<file path="src/rtl/edc_diag_pkg.sv">
package edc_diag_pkg;

    typedef enum logic [1:0] {
        CAP_ARMED    = 2'd0,
        CAP_COUNTING = 2'd1,
        CAP_FULL     = 2'd2
    } cap_state_t;

    typedef enum logic [1:0] {
        SEL_CORR    = 2'd0,
        SEL_RAW     = 2'd1,
        SEL_ERRDATA = 2'd2,
        SEL_DIAG    = 2'd3
    } out_sel_t;

    localparam int          ET_W      = 2;
    localparam logic [1:0]  ET_NONE   = 2'b00;
    localparam logic [1:0]  ET_SINGLE = 2'b01;
    localparam logic [1:0]  ET_MULTI  = 2'b10;
    localparam logic [2:0]  MODE_INJECT = 3'b100;

    function automatic out_sel_t decode_mode(input logic [2:0] m);
        out_sel_t s;
        unique case (m[1:0])
            2'b11:   s = SEL_CORR;
            2'b10:   s = SEL_RAW;
            2'b01:   s = SEL_DIAG;
            default: s = m[2] ? SEL_CORR : SEL_ERRDATA;
        endcase
        return s;
    endfunction

endpackage

</file>
<file path="src/rtl/edc_cb_latch.sv">
module edc_cb_latch #(
    parameter int CB_W = 8
) (
    input  logic            clk,
    input  logic            le,
    input  logic            inject,
    input  logic [CB_W-1:0] mem_cb,
    input  logic [CB_W-1:0] sys_cb,
    output logic [CB_W-1:0] cb_q
);
    logic [CB_W-1:0] cb_next;

    always_comb begin
        cb_next = inject ? sys_cb : mem_cb;
    end

    always_ff @(posedge clk) begin
        if (le) begin
            cb_q <= cb_next;
        end
    end
endmodule

</file>
<file path="src/rtl/edc_err_capture.sv">
module edc_err_capture
    import edc_diag_pkg::*;
#(
    parameter int DATA_W = 32,
    parameter int SYN_W  = 8,
    parameter int CNT_W  = 4
) (
    input  logic              clk,
    input  logic              clr_n,
    input  logic              err_n,
    input  logic              multi_err,
    input  logic [DATA_W-1:0] mem_data,
    input  logic [SYN_W-1:0]  syndrome,
    output logic [DATA_W-1:0] err_data,
    output logic [SYN_W-1:0]  syn_q,
    output logic [CNT_W-1:0]  err_cnt,
    output logic [ET_W-1:0]   err_type
);
    localparam logic [CNT_W-1:0] CNT_MAX  = '1;
    localparam logic [CNT_W-1:0] CNT_LAST = CNT_MAX - 1'b1;

    cap_state_t state_q, state_d;
    logic       capture_en;
    logic       count_en;

    // next-state logic
    always_comb begin
        state_d = state_q;
        unique case (state_q)
            CAP_ARMED: begin
                if (!err_n) state_d = CAP_COUNTING;
            end
            CAP_COUNTING: begin
                if (!err_n && err_cnt == CAP_LAST_CNT()) state_d = CAP_FULL;
            end
            CAP_FULL: begin
                state_d = CAP_FULL;
            end
            default: state_d = CAP_ARMED;
        endcase
    end

    function automatic logic [CNT_W-1:0] CAP_LAST_CNT();
        return CNT_LAST;
    endfunction

    // state register
    always_ff @(posedge clk or negedge clr_n) begin
        if (!clr_n) state_q <= CAP_ARMED;
        else        state_q <= state_d;
    end

    // output decode from state
    always_comb begin
        capture_en = 1'b0;
        count_en   = 1'b0;
        unique case (state_q)
            CAP_ARMED: begin
                capture_en = !err_n;
                count_en   = !err_n;
            end
            CAP_COUNTING: begin
                count_en   = !err_n;
            end
            CAP_FULL: begin
                count_en   = 1'b0;
            end
            default: begin
                capture_en = 1'b0;
                count_en   = 1'b0;
            end
        endcase
    end

    always_ff @(posedge clk or negedge clr_n) begin
        if (!clr_n) begin
            err_data <= '0;
            syn_q    <= '0;
            err_type <= ET_NONE;
        end else if (capture_en) begin
            err_data <= mem_data;
            syn_q    <= syndrome;
            err_type <= multi_err ? ET_MULTI : ET_SINGLE;
        end
    end

    always_ff @(posedge clk or negedge clr_n) begin
        if (!clr_n)        err_cnt <= '0;
        else if (count_en) err_cnt <= err_cnt + 1'b1;
    end
endmodule

</file>
<file path="src/rtl/edc_out_mux.sv">
module edc_out_mux
    import edc_diag_pkg::*;
#(
    parameter int DATA_W = 32
) (
    input  out_sel_t          sel,
    input  logic [DATA_W-1:0] corr_word,
    input  logic [DATA_W-1:0] raw_word,
    input  logic [DATA_W-1:0] err_word,
    input  logic [DATA_W-1:0] diag_word,
    output logic [DATA_W-1:0] out_word
);
    always_comb begin
        unique case (sel)
            SEL_CORR:    out_word = corr_word;
            SEL_RAW:     out_word = raw_word;
            SEL_ERRDATA: out_word = err_word;
            SEL_DIAG:    out_word = diag_word;
            default:     out_word = corr_word;
        endcase
    end
endmodule

</file>
<file path="src/rtl/edc_diag_unit.sv">
module edc_diag_unit
    import edc_diag_pkg::*;
#(
    parameter int DATA_W = 32,
    parameter int CB_W   = 8,
    parameter int CNT_W  = 4
) (
    input  logic              clk,
    input  logic              clr_n,
    input  logic [2:0]        mode,
    input  logic              err_n,
    input  logic              multi_err,
    input  logic [DATA_W-1:0] mem_data,
    input  logic [DATA_W-1:0] corr_data,
    input  logic [CB_W-1:0]   syndrome,
    input  logic [CB_W-1:0]   mem_cb,
    input  logic              mem_le,
    input  logic [CB_W-1:0]   partial_cb,
    input  logic [DATA_W-1:0] sys_in,
    output logic [DATA_W-1:0] sys_out
);
    localparam int RSVD_W = DATA_W - 3 * CB_W - CNT_W - ET_W;

    out_sel_t          sel;
    logic              inject;
    logic [CB_W-1:0]   cb_q;
    logic [DATA_W-1:0] err_data;
    logic [CB_W-1:0]   syn_q;
    logic [CNT_W-1:0]  err_cnt;
    logic [ET_W-1:0]   err_type;
    logic [DATA_W-1:0] diag_word;

    always_comb begin
        sel       = decode_mode(mode);
        inject    = (mode == MODE_INJECT);
        diag_word = {err_type, {RSVD_W{1'b0}}, err_cnt, syn_q, partial_cb, cb_q};
    end

    edc_cb_latch #(.CB_W(CB_W)) u_cb (
        .clk    (clk),
        .le     (mem_le),
        .inject (inject),
        .mem_cb (mem_cb),
        .sys_cb (sys_in[CB_W-1:0]),
        .cb_q   (cb_q)
    );

    edc_err_capture #(.DATA_W(DATA_W), .SYN_W(CB_W), .CNT_W(CNT_W)) u_cap (
        .clk       (clk),
        .clr_n     (clr_n),
        .err_n     (err_n),
        .multi_err (multi_err),
        .mem_data  (mem_data),
        .syndrome  (syndrome),
        .err_data  (err_data),
        .syn_q     (syn_q),
        .err_cnt   (err_cnt),
        .err_type  (err_type)
    );

    edc_out_mux #(.DATA_W(DATA_W)) u_mux (
        .sel       (sel),
        .corr_word (corr_data),
        .raw_word  (mem_data),
        .err_word  (err_data),
        .diag_word (diag_word),
        .out_word  (sys_out)
    );
endmodule

</file>
<file path="config.mk">
export PLATFORM = sky130hd
export DESIGN_NAME = edc_diag_unit
export DESIGN_NICKNAME = d
export VERILOG_FILES = /design/src/rtl/edc_diag_pkg.sv /design/src/rtl/edc_cb_latch.sv /design/src/rtl/edc_err_capture.sv /design/src/rtl/edc_out_mux.sv /design/src/rtl/edc_diag_unit.sv
export SDC_FILE = /design/constraint.sdc
export NUM_CORES = 1
export LEC_CHECK = 0
export BUFFER_PORTS_ARGS = -buffer_cell sky130_fd_sc_hd__clkbuf_2
export CAP_MARGIN = 15
export CORE_MARGIN = 4
export CORE_UTILIZATION = 35
export CTS_BUF_LIST = sky130_fd_sc_hd__clkbuf_8
export DETAILED_ROUTE_END_ITERATION = 6
export SYNTH_ARGS = -nofsm -noshare
export SYNTH_HDL_FRONTEND = slang
export SYNTH_SLANG_ARGS = --single-unit
</file>
<file path="constraint.sdc">
create_clock -name clk -period 2.7 [get_ports clk]
set_clock_uncertainty 0.2 [all_clocks]
set_input_delay 0.54 -clock clk [delete_from_list [all_inputs] [get_ports clk]]
set_output_delay 0.54 -clock clk [all_outputs]
set_load 0.02 [all_outputs]
</file>
==> run metrics, run 1 <==
count of pins over their slew limit 0; Reg clk slew, reported paths 90 ps; number of max-cap violations 0; initial antenna violation count 0; worst r2r path cells 5; final hold violations 0; top cells by area, synth dfrtp_1, mux2_2, o21ai_0, edfxtp_1, a22oi_1; register area share after synthesis 45.3%; Layout area overhead 44.7%; largest net degree at the start of global routing 43; RSZ-0062 raised after global routing true; top-level I/O count 160; Die Height 103 um; number of CTS-inserted buffers 5; hpwl dp 5960 um; final std cells w/o fill 576; crit path cell chain buf_8, inv_8, ha_4, or2_4, a21oi_4, buf_12, buf_12, buf_8, mux2_4, buf_8; Root Buffer clkbuf_8; port buffer count 135; CTS H-tree depth 2; CP Capture Type primary output; first-pass GRT wire length 12800 um; Power Total 3550 uW; setup_tns -2040 ps; DRC Markers 0; die area 10700 um2; critical path fanouts, max 6; count leader, synth o21ai_0; die width 103 um; measured slew at the worst slew-check pin 648 ps; global placer's final weighted congestion 0.727; WP data required 1960 ps; CP arrival 2070 ps; core area 8760 um2; Row Count 34; total length of routed wires 8590 um; Worst Setup EP sys_out[18]; Crit path largest cell delay 320 ps; clk_lat worst skew 300 ps; vias in the first global route 2702; Placed Cells 561; failing checks setup timing; Most common cell on crit path buf_8; syn nets 458; FFs w/ async S/R, synth 85.7%; outcome finished with violations; Cells after Synth 320; Main synth FF type dfrtp_1; All-Layer GR Usage 15.2%; number of diodes 0; Vias/cell 4.89; fmax 355 MHz; synth cell count leaders o21ai_0, mux2_2, dfrtp_1, inv_1, nand2_1; FF-to-FF setup slack 790 ps; Synth area leader dfrtp_1; design area 4600 um2; Mapped Area 3180 um2; Slowest-stage cell, CP mux2_4; Avg Inst Size Synth 9.94 um2; WL per Instance 14.9 um; DRT iter0 DRCs 51; worst setup path category primary input to primary output; PwrDens 772 nW/um2; CTS sink count 56; PnR worst setup slack -115 ps; LEAKAGE 0.00224 uW; CTS tree yes; relative slew slack 56.8%; minimum clock period 2810 ps; Placed Instance Area 4040 um2; worst vdd ir 416 uV; drt first pass iters 4; share of the synthesized area in the top cell type 37.8%; GRT Residual Overflow 0; Antenna Nets Post-Route 0; period utilization 104%; # setup viols final 32; YS warnings 0; Setup crit start kind primary input; Reg-to-Reg Start u_cap.state_q[0]; share of layout cells above drive strength 1 48.1%; Post-CTS Hold Fix Bufs 0; Max Root-Sink Buffers 2; fillers 813; worst r2r dst u_cap.syn_q[5]; synth unique cells 22; Nets 605; number of enable flip-flop cells after synthesis 8; CP startpoint mode[1]; Vias 2819; Worst Hold Class primary input to asynchronous set/reset pin; Initial Util 36.3%; post-synthesis register bit count 56
-- state kept, by name (all words and copies together), names as in the netlist --
name	count
u_cap.err_data	32
u_cap.syn_q	8
u_cb.cb_q	8
u_cap.err_cnt	4
u_cap.err_type	2
u_cap.state_q	2
-- logic make-up after synthesis --
logic type / Yosys count / share of synthesized area [%]
AOI/OAI and AO/OA: 99 / 18.6
buffers and inverters: 59 / 7.87
DFF: 56 / 45.3
muxes: 52 / 18.4
and+or+nand+nor: 41 / 5.08
adders and majority gates: 10 / 3.94
xor gates and xnor gates: 3 / 0.827
-- cell usage in the layout (no fill, tap or decap), types with 2 or more instances in the layout --
master	Yosys	routed
a22oi_1	30	30
o21ai_0	64	64
xnor2_1	3	3
ha_4	0	2
nand2_1	37	37
mux2_4	0	21
dfrtp_1	48	48
ha_1	10	7
buf_12	0	5
buf_6	3	11
edfxtp_1	8	8
mux2_2	50	29
clkbuf_8	0	11
inv_1	39	39
clkbuf_2	0	106
buf_2	5	3
buf_4	0	17
a21oi_1	2	2
buf_8	0	12
-- area by class of cell --
cell class                      instances  area [um2]  share of cell area [%]
Multi-Input combinational cell        205        1600                    34.9
Sequential cell                        56        1440                    31.3
Timing Repair Buffer                  160        1170                    25.5
Inverter                               39         159                    3.45
Tap cell                              108         135                    2.94
Clock buffer                            6        82.6                    1.79
Clock inverter                          2        7.51                   0.163
-- worst min-delay path by stage --
stage                                 from                 end  slack, ps  cells past startpoint
after global placement    u_cap.state_q[1]    u_cap.state_q[1]        290                      1
final                                clr_n  u_cap.err_data[10]         40                      1
after floorplan                      clr_n    u_cap.err_cnt[0]         40                      0
after CTS                            clr_n    u_cap.state_q[0]         70                      1
after detailed placement    u_cap.syn_q[0]      u_cap.syn_q[0]        300                      1
after global routing                 clr_n  u_cap.err_data[10]         90                      1
-- stage by stage --
stage	util (%)	setup slack, ps	hold slack, ps
after floorplan	-	143	44.4
after global placement	46.1	-135	288
after detailed placement	46.1	-176	298
after CTS	51.1	-143	68.3
after global routing	52.5	-148	91.3
final	52.5	-115	40.7
-- worst max-delay path, delay by kind of cell --
family | cells | cell delay [ps]
multiplexers | 1 | 320
AO/OA/AOI/OAI | 1 | 200
AND/OR/NAND/NOR | 1 | 250
buffers and inverters | 6 | 620
adder cells (fa/ha/maj) | 1 | 140
-- where the power goes --
part / leakage, uW / switching (uW) / internal (uW)
clock network: 0.0000538 / 268 / 203
registers: 0.000660 / 145 / 1220
logic: 0.00152 / 835 / 879
total: 0.00224 / 1250 / 2300
-- timing repair --
| action | 4_1_cts | 5_1_grt |
|---|---|---|
| buffers inserted | 6 | 2 |
| pin swaps | 2 | 3 |
| endpoints found under the setup margin | 32 | 32 |
| gates resized for setup | 53 | 69 |
| gates cloned | 2 | 1 |
-- layer usage --
metal / share of wire, % / wire length [um] / GRT usage, %
met1: 43 / 3730 / 19.8
met4: 0.84 / 72 / 3.29
met2: 49 / 4190 / 26.3
met5: 0 / 0 / 0
met3: 7.1 / 606 / 3.15
(Power assumes the default switching activity.)
==> run 2, diff against run 1 <==
--- a/config.mk
+++ b/config.mk
@@ -5,12 +5,13 @@
 export SDC_FILE = /design/constraint.sdc
 export NUM_CORES = 1
 export LEC_CHECK = 0
-export BUFFER_PORTS_ARGS = -buffer_cell sky130_fd_sc_hd__clkbuf_2
 export CAP_MARGIN = 15
 export CORE_MARGIN = 4
 export CORE_UTILIZATION = 35
 export CTS_BUF_LIST = sky130_fd_sc_hd__clkbuf_8
 export DETAILED_ROUTE_END_ITERATION = 6
+export DONT_BUFFER_PORTS = 1
+export HOLD_SLACK_MARGIN = 0.06
 export SYNTH_ARGS = -nofsm -noshare
 export SYNTH_HDL_FRONTEND = slang
 export SYNTH_SLANG_ARGS = --single-unit
==> run metrics, run 2 (synthesized netlist as in run 1, its figures left out) <==
outcome finished clean; fillers 861 (+5.9%); die area 10700 um2 (unchanged); clk_lat worst skew 300 ps (about the same); worst vdd ir 331 uV (-20%); worst r2r path cells 5 (unchanged); worst setup path category primary input to primary output; Worst Hold Class primary input to flop; LEAKAGE 0.00145 uW (-35%); crit path cell chain inv_1, ha_1, or2_1, a21oi_4, buf_12, mux2_2; minimum clock period 2630 ps (-183 ps); total length of routed wires 7410 um (-14%); All-Layer GR Usage 14.0% (-1.3 points); worst r2r dst u_cap.syn_q[5]; global placer's final weighted congestion 0.694 (-4.5%); count of pins over their slew limit 0 (unchanged); CP Capture Type primary output; first-pass GRT wire length 11600 um (-9.6%); Reg clk slew, reported paths 90 ps (about the same); number of flip-flops under the largest register name 32 (unchanged); hpwl dp 5330 um (-10%); Placed Instance Area 3330 um2 (-18%); number of CTS-inserted buffers 5 (unchanged); setup_tns 0 ps (+2040 ps); core area 8760 um2 (unchanged); Row Count 34 (unchanged); WHS 109 ps (+68.1 ps); top-level I/O count 160 (unchanged); measured slew at the worst slew-check pin 388 ps (-260 ps); HP Start multi_err; relative slew slack 74.2% (+17 points); die width 103 um (unchanged); Antenna Nets Post-Route 0 (unchanged); Setup crit start kind primary input; critical path fanouts, max 19 (+13); GRT Residual Overflow 0 (unchanged); Reg-to-Reg Start u_cap.state_q[0]; vias in the first global route 2331 (-14%); leading cell type in the layout, fill and taps excluded o21ai_0; Vias/cell 5.37 (+9.7%); share of layout cells above drive strength 1 21.9% (-26 points); FF-to-FF setup slack 790 ps (about the same); DRT iter0 DRCs 43 (-16%); final hold violations 0 (unchanged); Largest Register u_cap.err_data; Max Root-Sink Buffers 2 (unchanged); CP arrival 1890 ps (-180 ps); hold depth 1; number of max-cap violations 0 (unchanged); WP data required 1960 ps (about the same); drt first pass iters 4 (unchanged); period utilization 97.5% (-6.8 points); CTS sink count 56 (unchanged); Slowest-stage cell, CP mux2_2; number of diodes 0 (unchanged); WL per Instance 17.3 um (+16%); Nets 457 (-24%); Worst Setup EP sys_out[13]; initial antenna violation count 0 (unchanged); largest net degree at the start of global routing 49 (+14%); design area 3450 um2 (-25%); CTS tree yes; PwrDens 876 nW/um2 (+14%); Crit path largest cell delay 410 ps (+90 ps); port buffer count 0 (-100%); Layout area overhead 8.46%; Die Height 103 um (unchanged); most frequent cells in the layout o21ai_0, mux2_2, dfrtp_1; CTS H-tree depth 2 (unchanged); Initial Util 36.3% (unchanged); Root Buffer clkbuf_8; RSZ-0062 raised after global routing false; biggest regs u_cap.err_data: 32 flops, u_cap.syn_q: 8 flops, u_cb.cb_q: 8 flops; fmax 380 MHz (+7.0%); # setup viols final 0 (-100%); CP startpoint mode[1]; Vias 2298 (-18%); DRC Markers 0 (unchanged)
==> run 2: changes by cell type in the layout (fill, tap and decap cells not counted), sizes merged <==
cell	previous run	this run
dlygate4sd3	0	1
clkinv	0	1
clkbuf	118	5
buf	48	11
==> run 2: critical path, delay by kind of cell <==
| family | cells | cell delay [ps] |
|---|---|---|
| mux | 1 | 410 |
| buf+inv | 2 | 250 |
| fa+ha+maj | 1 | 200 |
| simple gates | 1 | 260 |
| compound gates | 1 | 210 |
==> run 2: timing repair <==
action                     CTS  global route
setup endpoints to repair    0             1
hold endpoints to repair    48             0
resized for setup            0             1
hold buffers                 2             0
buffers inserted             0             0
==> run 2: routing by layer <==
metal / track usage (%) / routed length, um / up-vias
met4: 2.89 / 48 / 0
met3: 3.49 / 481 / 4
met1: 17.4 / 3190 / 1117
met2: 24.6 / 3690 / 79
met5: 0 / 0 / -
li1: - / - / 1098
==> run 2: area by class of cell <==
class                           instances  area [um2]  area share, %
Multi-Input combinational cell        205        1500           43.4
Sequential cell                        56        1440           41.8
Timing Repair Buffer                   12         150           4.35
Inverter                               39         146           4.25
Tap cell                              108         135           3.92
Clock buffer                            5        68.8           2.00
Clock inverter                          3        11.3          0.327
==> run 2: stage by stage <==
stage	utilization, %	setup slack (ps)	std cells	total power, uW
finish	39.3	68.3	428	3020
CTS	39.3	36.5	428	3090
global route	39.3	6.67	428	3310
floorplan	-	143	320	2380
detailed placement	38.0	46.8	418	2610
global placement	38.0	108	418	2560
==> run 2: report_power, final <==
group	internal, uW	switching [uW]
Combinational	510	709
Sequential	1220	144
Clock	174	261
==> run 2: how the worst min path moves through the flow <==
stage / slack [ps] / to
after floorplan: 40 / u_cap.err_cnt[0]
after global placement: 50 / u_cap.err_data[10]
after detailed placement: 50 / u_cap.err_data[11]
after CTS: 90 / u_cap.err_type[0]
after global routing: 90 / u_cap.err_type[0]
final: 110 / u_cap.err_type[0]
